<file path="config.mk">
export PLATFORM = sky130hd
export DESIGN_NAME = irq_cascade_ctrl
export DESIGN_NICKNAME = d
export VERILOG_FILES = /design/src/rtl/irq_cascade_pkg.sv /design/src/rtl/irq_req_sync.sv /design/src/rtl/irq_sub_stage.sv /design/src/rtl/irq_main_stage.sv /design/src/rtl/irq_cascade_ctrl.sv
export SDC_FILE = /design/constraint.sdc
export NUM_CORES = 1
export LEC_CHECK = 0
export ABC_AREA = 1
export BUFFER_PORTS_ARGS = -buffer_cell sky130_fd_sc_hd__buf_2
export CAP_MARGIN = 20
export CORE_UTILIZATION = 65
export CTS_BUF_LIST = sky130_fd_sc_hd__clkbuf_8
export CTS_CLUSTER_DIAMETER = 100
export CTS_CLUSTER_SIZE = 40
export DETAILED_ROUTE_END_ITERATION = 12
export PLACE_DENSITY_LB_ADDON = 0.12
export REMOVE_ABC_BUFFERS = 1
export SLEW_MARGIN = 20
export SYNTH_ARGS = -nofsm -noshare
export SYNTH_HDL_FRONTEND = slang
export SYNTH_SLANG_ARGS = --single-unit
</file>
<file path="constraint.sdc">
create_clock -name clk -period 3.03 [get_ports clk]
set_clock_uncertainty 0.1 [all_clocks]
set_input_delay 0.303 -clock clk [delete_from_list [all_inputs] [get_ports clk]]
set_output_delay 0.303 -clock clk [all_outputs]
set_load 0.01 [all_outputs]
</file>
<file path="src/rtl/irq_cascade_pkg.sv">
// Shared register selector encoding for the cascaded interrupt controller.
// Assumes word addressing with a 3-bit address.
package irq_cascade_pkg;
    typedef enum logic [2:0] {
        REG_SRCPND = 3'd0,
        REG_MASK   = 3'd1,
        REG_INTPND = 3'd2,
        REG_SUBPND = 3'd3,
        REG_SUBMSK = 3'd4,
        REG_WAKE   = 3'd5
    } reg_sel_e;
endpackage

</file>
<file path="src/rtl/irq_req_sync.sv">
// Two-flop synchronizer plus rising-edge detector for a vector of raw requests.
// Assumes requests are asynchronous levels; rise_o is a one-cycle pulse.
module irq_req_sync #(
    parameter int W = 32
) (
    input  logic         clk,
    input  logic         rst_n,
    input  logic [W-1:0] req_i,
    output logic [W-1:0] rise_o
);
    logic [W-1:0] meta_q, sync_q, prev_q;

    // Synchronizer chain and previous-value register.
    always_ff @(posedge clk) begin
        if (!rst_n) begin
            meta_q <= '0;
            sync_q <= '0;
            prev_q <= '0;
        end else begin
            meta_q <= req_i;
            sync_q <= meta_q;
            prev_q <= sync_q;
        end
    end

    assign rise_o = sync_q & ~prev_q;
endmodule

</file>
<file path="src/rtl/irq_sub_stage.sv">
// Sub-source level: pending (write-one-to-clear) and mask registers, plus a
// per-group "active" level that feeds one parent source each.
// Assumes NUART groups of three bits at the bottom, then one analog group.
module irq_sub_stage #(
    parameter int NUART    = 3,
    parameter int UART_W   = 3,
    parameter int ADC_W    = 2,
    localparam int NSUB    = NUART * UART_W + ADC_W,
    localparam int NGRP    = NUART + 1
) (
    input  logic            clk,
    input  logic            rst_n,
    input  logic [NSUB-1:0] rise_i,
    input  logic [NSUB-1:0] clr_i,
    input  logic            mask_we_i,
    input  logic [NSUB-1:0] mask_wdata_i,
    output logic [NSUB-1:0] pend_o,
    output logic [NSUB-1:0] mask_o,
    output logic [NGRP-1:0] grp_act_o
);
    logic [NSUB-1:0] pend_q, mask_q, live;

    // Pending bits: new edges win over a same-cycle clear.
    always_ff @(posedge clk) begin
        if (!rst_n) pend_q <= '0;
        else        pend_q <= (pend_q & ~clr_i) | rise_i;
    end

    // Sub-mask register, all ones after reset.
    always_ff @(posedge clk) begin
        if (!rst_n)         mask_q <= '1;
        else if (mask_we_i) mask_q <= mask_wdata_i;
    end

    assign live = pend_q & ~mask_q;

    for (genvar g = 0; g < NGRP; g++) begin : g_grp
        if (g < NUART) begin : g_uart
            assign grp_act_o[g] = |live[g*UART_W +: UART_W];
        end else begin : g_adc
            assign grp_act_o[g] = |live[NUART*UART_W +: ADC_W];
        end
    end

    assign pend_o = pend_q;
    assign mask_o = mask_q;
endmodule

</file>
<file path="src/rtl/irq_main_stage.sv">
// Main level: source-pending, mask and one-hot interrupt-pending registers.
// Assumes set_i already excludes reserved positions; lowest index wins.
module irq_main_stage #(
    parameter int NSRC = 32
) (
    input  logic            clk,
    input  logic            rst_n,
    input  logic [NSRC-1:0] set_i,
    input  logic [NSRC-1:0] src_clr_i,
    input  logic [NSRC-1:0] ip_clr_i,
    input  logic            mask_we_i,
    input  logic [NSRC-1:0] mask_wdata_i,
    output logic [NSRC-1:0] srcpend_o,
    output logic [NSRC-1:0] mask_o,
    output logic [NSRC-1:0] ipend_o
);
    logic [NSRC-1:0] srcpend_q, mask_q, ipend_q, cand, pick;

    // Source-pending: a set in the same cycle overrides a clear.
    always_ff @(posedge clk) begin
        if (!rst_n) srcpend_q <= '0;
        else        srcpend_q <= (srcpend_q & ~src_clr_i) | set_i;
    end

    // Main mask register, all ones after reset.
    always_ff @(posedge clk) begin
        if (!rst_n)         mask_q <= '1;
        else if (mask_we_i) mask_q <= mask_wdata_i;
    end

    assign cand = srcpend_q & ~mask_q;
    assign pick = cand & (~cand + NSRC'(1));

    // Interrupt-pending: load when empty, otherwise hold until cleared.
    always_ff @(posedge clk) begin
        if (!rst_n)              ipend_q <= '0;
        else if (ipend_q == '0)  ipend_q <= pick;
        else                     ipend_q <= ipend_q & ~ip_clr_i;
    end

    assign srcpend_o = srcpend_q;
    assign mask_o    = mask_q;
    assign ipend_o   = ipend_q;
endmodule

</file>
<file path="src/rtl/irq_cascade_ctrl.sv">
// Top of the two-level interrupt controller: synchronizes requests, scatters
// sub-group levels into parent positions, decodes the register interface and
// drives irq_o / wake_o. Assumes single-cycle word-addressed access.
module irq_cascade_ctrl
    import irq_cascade_pkg::*;
#(
    parameter int          NSRC        = 32,
    parameter int          NUART       = 3,
    parameter int          ADC_W       = 2,
    parameter int          PARENT_POS [NUART+1] = '{28, 23, 15, 31},
    parameter logic [31:0] RSVD_MAP    = 32'h0100_0040,
    parameter logic [31:0] WAKE_ALLOW  = 32'h4000_000F,
    localparam int         NSUB        = NUART * 3 + ADC_W,
    localparam int         NGRP        = NUART + 1,
    localparam int         SIDX_W      = $clog2(NSRC)
) (
    input  logic            clk,
    input  logic            rst_n,
    input  logic [NSRC-1:0] src_req_i,
    input  logic [NSUB-1:0] sub_req_i,
    input  logic [2:0]      reg_addr_i,
    input  logic            reg_we_i,
    input  logic [31:0]     reg_wdata_i,
    output logic [31:0]     reg_rdata_o,
    output logic            irq_o,
    output logic            wake_o
);
    function automatic logic [NSRC-1:0] parent_map();
        logic [NSRC-1:0] m = '0;
        for (int g = 0; g < NGRP; g++) m[SIDX_W'(PARENT_POS[g])] = 1'b1;
        return m;
    endfunction
    localparam logic [NSRC-1:0] PAR_MAP = parent_map();

    logic [NSRC-1:0] src_rise, parent_lvl, main_set;
    logic [NSUB-1:0] sub_rise, subpend_q, submask_q;
    logic [NGRP-1:0] grp_act;
    logic [NSRC-1:0] srcpend_q, mask_q, ipend_q, wake_en_q;
    logic            wr_src, wr_msk, wr_ip, wr_sub, wr_smk, wr_wake;

    assign wr_src  = reg_we_i && (reg_addr_i == REG_SRCPND);
    assign wr_msk  = reg_we_i && (reg_addr_i == REG_MASK);
    assign wr_ip   = reg_we_i && (reg_addr_i == REG_INTPND);
    assign wr_sub  = reg_we_i && (reg_addr_i == REG_SUBPND);
    assign wr_smk  = reg_we_i && (reg_addr_i == REG_SUBMSK);
    assign wr_wake = reg_we_i && (reg_addr_i == REG_WAKE);

    irq_req_sync #(.W(NSRC)) u_src_sync (
        .clk(clk), .rst_n(rst_n), .req_i(src_req_i), .rise_o(src_rise)
    );

    irq_req_sync #(.W(NSUB)) u_sub_sync (
        .clk(clk), .rst_n(rst_n), .req_i(sub_req_i), .rise_o(sub_rise)
    );

    irq_sub_stage #(.NUART(NUART), .UART_W(3), .ADC_W(ADC_W)) u_sub (
        .clk(clk), .rst_n(rst_n),
        .rise_i(sub_rise),
        .clr_i(wr_sub ? reg_wdata_i[NSUB-1:0] : '0),
        .mask_we_i(wr_smk),
        .mask_wdata_i(reg_wdata_i[NSUB-1:0]),
        .pend_o(subpend_q),
        .mask_o(submask_q),
        .grp_act_o(grp_act)
    );

    // Scatter each group's active level onto its parent source position.
    always_comb begin
        parent_lvl = '0;
        for (int g = 0; g < NGRP; g++)
            parent_lvl[SIDX_W'(PARENT_POS[g])] = grp_act[g];
    end

    assign main_set = (src_rise & ~(RSVD_MAP[NSRC-1:0] | PAR_MAP)) | parent_lvl;

    irq_main_stage #(.NSRC(NSRC)) u_main (
        .clk(clk), .rst_n(rst_n),
        .set_i(main_set),
        .src_clr_i(wr_src ? reg_wdata_i[NSRC-1:0] : '0),
        .ip_clr_i(wr_ip ? reg_wdata_i[NSRC-1:0] : '0),
        .mask_we_i(wr_msk),
        .mask_wdata_i(reg_wdata_i[NSRC-1:0]),
        .srcpend_o(srcpend_q),
        .mask_o(mask_q),
        .ipend_o(ipend_q)
    );

    // Wake-enable register: only allowed positions can be written to 1.
    always_ff @(posedge clk) begin
        if (!rst_n)       wake_en_q <= '0;
        else if (wr_wake) wake_en_q <= reg_wdata_i[NSRC-1:0] & WAKE_ALLOW[NSRC-1:0];
    end

    // Combinational read mux.
    always_comb begin
        reg_rdata_o = '0;
        case (reg_addr_i)
            REG_SRCPND: reg_rdata_o[NSRC-1:0] = srcpend_q;
            REG_MASK:   reg_rdata_o[NSRC-1:0] = mask_q;
            REG_INTPND: reg_rdata_o[NSRC-1:0] = ipend_q;
            REG_SUBPND: reg_rdata_o[NSUB-1:0] = subpend_q;
            REG_SUBMSK: reg_rdata_o[NSUB-1:0] = submask_q;
            REG_WAKE:   reg_rdata_o[NSRC-1:0] = wake_en_q;
            default:    reg_rdata_o = '0;
        endcase
    end

    assign irq_o  = |ipend_q;
    assign wake_o = |(srcpend_q & wake_en_q);
endmodule

</file>
==> results of run 1 <==
[cells in the mapped netlist]
cell type / count
a21oi_1: 39
a21oi_2: 2
a221oi_1: 4
a22o_1: 3
buf_1: 1
buf_2: 16
buf_4: 10
buf_6: 4
buf_8: 2
clkbuf_1: 19
clkbuf_2: 2
dfxtp_1: 243
inv_1: 220
inv_2: 7
inv_4: 1
nand2_1: 334
nand2_2: 9
nand2_4: 2
nand3_1: 19
nand3_2: 1
nand3b_1: 5
nand4_1: 4
nand4_2: 5
nor2_1: 77
nor2_2: 5
nor2_4: 2
nor2_8: 1
nor3_1: 5
o2111ai_1: 1
o211ai_1: 63
o21a_1: 3
o21ai_0: 59
o21ai_1: 28
o221ai_1: 9
o22ai_1: 41
[kinds of logic (layout without fill, tap and decap cells)]
| logic type | Yosys count | after routing | share of synthesized area, % |
|---|---|---|---|
| AO/OA/AOI/OAI | 252 | 252 | 16.2 |
| buffers and inverters | 282 | 430 | 12.3 |
| flip-flops | 243 | 243 | 51.0 |
| other | 0 | 1 | 0 |
| AND/OR/NAND/NOR | 469 | 469 | 20.5 |
[area by class of cell]
type                       instances  area share (%)
antenna                            1          0.0227
clock buffer                      11            1.38
clock inverter                     2           0.352
inverter                         228            7.80
multi-input combinational        721            31.8
sequential                       243            44.2
tap                              180            2.05
timing repair buffer             189            12.4
[sequential cells by signal (all words and copies together) (netlist names)]
name               cells
u_sub.pend_o          11
u_sub_sync.meta_q     11
u_main.srcpend_o      32
u_sub_sync.prev_q     11
u_src_sync.meta_q     29
u_src_sync.sync_q     29
u_main.mask_o         32
u_src_sync.prev_q     29
u_main.ipend_o        32
u_sub_sync.sync_q     11
u_sub.mask_o          11
wake_en_q              5
[layer usage]
metal	vias to the layer above	routed length, um	GRT usage (%)
met5	-	0	0
met3	43	1520	4.57
met2	299	11500	55.0
met1	3888	9700	39.1
li1	4224	-	-
met4	0	547	9.41
[tightest hold or removal path, cell delays in order]
cell and delay (ps):
buf_6 190, nand2_1 90, inv_1 30
[final timing paths]
path | start | endpoint | cells past startpoint
setup / recovery | u_main.ipend_o[30] | irq_o | 7
hold / removal | rst_n | u_src_sync.meta_q[21] | 3
setup reg to reg | u_main.ipend_o[30] | u_main.ipend_o[18] | 7
hold reg to reg | u_sub_sync.prev_q[9] | u_sub.pend_o[9] | 1
[stage by stage]
stage               power [mW]  cell area [um^2]  hold slack [ps]
floorplan                 3.98              9220              290
global placement          4.27             10100              292
detailed placement        4.29             10100              298
CTS                       5.62             11000            0.273
global route              5.85             11000           0.0931
finish                    5.61             11000            -3.18
[power groups by stage]
stage / clock, mW / combinational [mW] / sequential, mW
2_1_floorplan: 0 / 0.514 / 3.46
3_3_place_gp: 0 / 0.788 / 3.48
3_5_place_dp: 0 / 0.811 / 3.48
4_1_cts: 1.32 / 0.882 / 3.42
5_1_grt: 1.43 / 0.987 / 3.44
6_report: 1.30 / 0.892 / 3.42
[placed cells by master (no fill, tap or decap), types with 2 or more instances in the layout]
cell type	n
inv_1	220
buf_12	3
nand3_1	19
nand2_4	2
nor2_4	2
nand2_2	9
nand2_1	334
buf_4	3
o211ai_1	63
dlygate4sd3_1	72
nor3_1	5
o221ai_1	9
nor2_1	77
dfxtp_1	243
a21oi_2	2
a221oi_1	4
nand3b_1	5
a22o_1	3
o21a_1	3
o21ai_1	28
o22ai_1	41
nand4_1	4
inv_2	7
a21oi_1	39
nand4_2	5
o21ai_0	59
clkbuf_8	11
buf_2	110
nor2_2	5
[timing repair]
action / in CTS / in global routing
endpoints found under the hold margin: 87 / 0
buffers inserted: 0 / 0
hold buffers: 72 / 0
==> impl_metrics.ini, run 1 <==
[yosys]
synth_area_um2 = 9540
syn_inst = 1246
synth_area_leader_cell = dfxtp_1
yosysWarnings = 0
ys_types = 35
synth-seq-area-share_pct = 51.0
synth_seq_cells = 243
yosysTopAreaCellShare_pct = 51.0
synthTopCellsByArea = dfxtp_1 (51%), nand2_1 (13%), inv_1 (8.7%)
syn_area_per_cell_um2 = 7.65

[power_and_ir_drop]
leakagePower_nw = 5.89
internal_power_mw = 4.03
sequentialPowerShare_pct = 60.9
switchingPower_mw = 1.58
swShare_pct = 28.1
vdd_ir_drop_max_mv = 0.544
clkPwrFrac_pct = 23.2
combPwrFrac_pct = 15.9
p_per_area_nw_per_um2 = 510

[place]
post-place-ws_ps = 816
dpl.cell_count = 1489
detailed_place_hpwl_um = 14900
port_buffers = 111
routabilityCongestion = 0.940

[drt]
drt-pass1-iter-count = 6
routed_wl_um = 23300
drtAntennaViolNets = 0
vias_per_cell = 5.37
via_count = 8454
drc = 0
routedWlPerCell_um = 14.8
initialDrtViolationCount = 753

[final_layout]
layout-drive-gt1-share_pct = 11.8
final_nets = 1474
fill_cells = 1023
stdcell_count = 1575
fin_util_pct = 78.1
layout.area.seq_um2 = 4860
multiInputGateArea_um2 = 3500
synthToLayoutAreaGrowth_pct = 15.4

[grt]
grt_pass1_vias = 7910
grt_pass1_wl_um = 37300
grt_max_degree = 127
grt_usage_pct = 31.1
overflow = 0
antenna_found_initial = 1

[critical_path]
path_max_fanout = 15
critPathBufInv = 2
max_stage_delay_ps = 410
worstPathRequired_ps = 2630
cp.arrival_ps = 1960
worst-r2r-setup-slack_ps = 1170
slowest_stage = dfxtp_1
crit_family = simple AND/OR/NAND/NOR gates
cp-start-kind = flip-flop
cp_cell_sequence = nor2_1 -> nand2_1 -> nor2_1 -> nand2_2 -> inv_1 -> nand2_2 -> buf_2
path_class = flip-flop to output port
endpoint_kind = output port

[sta]
setup_tns_ps = 0
hold_viol_final = 2
worst_pin_slew_ps = 808
max-slew-margin-rel_pct = 46.0
fmax_mhz = 422
slew_violations = 0
min_period_ps = 2370
finalCritPeriodShare_pct = 78.1
fin_ws_ps = 663
setup_viol = 0
rsz0062_at_grt = false
hold_ws_ps = -3.18

[clock_tree]
clockBufferDepth = 3
cts.clk_slew.worst_paths_ps = 220
clock-sinks = 243
cts_tree = done
htree_num_levels = 1
clkLatencyLatePin_ps = 550
ctsResizeCount = 0
cts_buffers = 10
root_buffer = clkbuf_8

[status]
violations = hold timing
status = finished, violations left

[run]
maxCapViolCount = 0

[die]
initial_core_util_pct = 67.7
die_area_um2 = 15200
die_x_um = 123
io_pins = 115
die_h_um = 123
core_area_um2 = 14100
rows = 43

[worst_hold_path]
min_path_type = input pin to flip-flop
Power figures use the tool's default switching activity.
==> inputs of run 2 (changes only) <==
- CORE_UTILIZATION: 65 -> 54
- clock period: 3.03 -> 2.15 ns (I/O delays scaled with it)
==> run 2 against run 1 <==
The run now ends clean. Sequential share of layout area fell by 1.1 points. Routed wire length is 2.8% higher. Hold slack better by 100 ps. Critical path depth stayed put. Die area up 20%. Sequential power up 41%. Sequential cell count stayed put. Final cell count increased by 4.3%. Combinational power rose by 58%. Critical endpoint unchanged. Largest cell class unchanged.
==> impl_metrics.ini, run 2 (synthesis results as in run 1) <==
[drt]
routedWlPerCell_um = 14.6
drc = 0
initialDrtViolationCount = 584
vias_per_cell = 5.05
drtAntennaViolNets = 0
routed_wl_um = 24000
via_count = 8292
drt-pass1-iter-count = 5

[clock_tree]
clockBufferDepth = 3
root_buffer = clkbuf_8
clkLatencyLatePin_ps = 550
htree_num_levels = 1
cts_buffers = 10
cts_tree = done
clock-sinks = 243
cts.clk_slew.worst_paths_ps = 220

[power_and_ir_drop]
combPwrFrac_pct = 17.4
leakagePower_nw = 5.99
sequentialPowerShare_pct = 59.6
clkPwrFrac_pct = 23.0
vdd_ir_drop_max_mv = 0.710
internal_power_mw = 5.78
finalPower_mw = 8.09
swShare_pct = 28.5
p_per_area_nw_per_um2 = 715
switchingPower_mw = 2.30

[final_layout]
layout-drive-gt1-share_pct = 12.7
stdcell_count = 1642
final_nets = 1497
insertedDiodeCount = 0
synthToLayoutAreaGrowth_pct = 18.5
stdcell_area_um2 = 11300
fin_util_pct = 65.4
final_common_cell = nand2_1
final_cell_mix = nand2_1 (334), dfxtp_1 (240), inv_1 (220), buf_2 (110), dlygate4sd3_1 (85)

[grt]
overflow = 0
grt_max_degree = 113
grt_pass1_wl_um = 38100
grt_pass1_vias = 7792
grt_usage_pct = 26.2
antenna_found_initial = 0

[critical_path]
path_max_fanout = 3
worstPathRequired_ps = 1840
cp.arrival_ps = 1720
endpoint_kind = output port
startpoint = u_main.ipend_o[25]
worstReg2RegStart = u_main.mask_o[2]
path_class = flip-flop to output port
cp-start-kind = flip-flop

[sta]
fin_ws_ps = 111
rsz0062_at_grt = false
max-slew-margin-rel_pct = 56.0
hold_viol_final = 0
fmax_mhz = 491
hold_ws_ps = 101
worst_pin_slew_ps = 659
finalCritPeriodShare_pct = 94.8
setup_tns_ps = 0
min_period_ps = 2040
slew_violations = 0
setup_viol = 0

[place]
dpl_cell_area_um2 = 10200
detailed_place_hpwl_um = 15700
dpl.cell_count = 1543
routabilityCongestion = 0.906
post-place-ws_ps = 247
port_buffers = 111

[worst_hold_path]
min_path_type = input pin to flip-flop
min_from = reg_addr_i[2]

[status]
status = completed

[die]
initial_core_util_pct = 55.1
die_h_um = 135
die_x_um = 135
io_pins = 115
core_area_um2 = 17300
rows = 48
die_area_um2 = 18200

[run]
maxCapViolCount = 0
-- run 2: changes by cell type in the layout (fill, tap and decap cells not counted), sizes merged --
cell	previous run	this run
diode	1	0
dlygate4sd3	72	85
buf	117	127
-- run 2: cell type report --
| type | count | area [um^2] |
|---|---|---|
| sequential | 243 | 4870 |
| fill | 1569 | 5990 |
| tap | 225 | 282 |
| clock inverter | 2 | 38.8 |
| timing repair buffer | 212 | 1600 |
| clock buffer | 11 | 151 |
| inverter | 228 | 858 |
| multi-input combinational | 721 | 3510 |
-- run 2: worst paths after layout --
kind	to	slack, ps	depth (start not counted)
max	irq_o	110	7
min	wake_en_q[30]	100	5
max reg2reg	u_main.ipend_o[29]	370	8
min reg2reg	u_sub_sync.sync_q[10]	320	2
-- run 2: power by group through the flow --
stage	Sequential, mW	Combinational, mW	Clock (mW)
2_1_floorplan	4.88	0.725	0
3_3_place_gp	4.90	1.21	0
3_5_place_dp	4.91	1.23	0
4_1_cts	4.82	1.39	1.92
5_1_grt	4.84	1.54	2.04
6_report	4.82	1.41	1.86
-- run 2: metal layers --
metal  global-route usage [%]  part of all wire [%]
met5                        0                     0
met4                     5.43                   1.8
met3                     2.59                   3.4
met2                     47.7                    50
met1                     33.4                    45
-- run 2: timing repair --
action,in CTS,in global routing
endpoints found under the setup margin,1,1
hold endpoints to repair,170,0
pin swaps,2,0
resized for setup,5,1
setup buffers,1,0
hold buffers,85,0
-- run 2: worst max-delay path: stages (launching register included) --
cell,delay (ps)
dfxtp_2,380
nor2_2,140
nand2_1,90
nor2_2,140
nand2_2,120
inv_1,110
nand2_4,70
buf_2,140
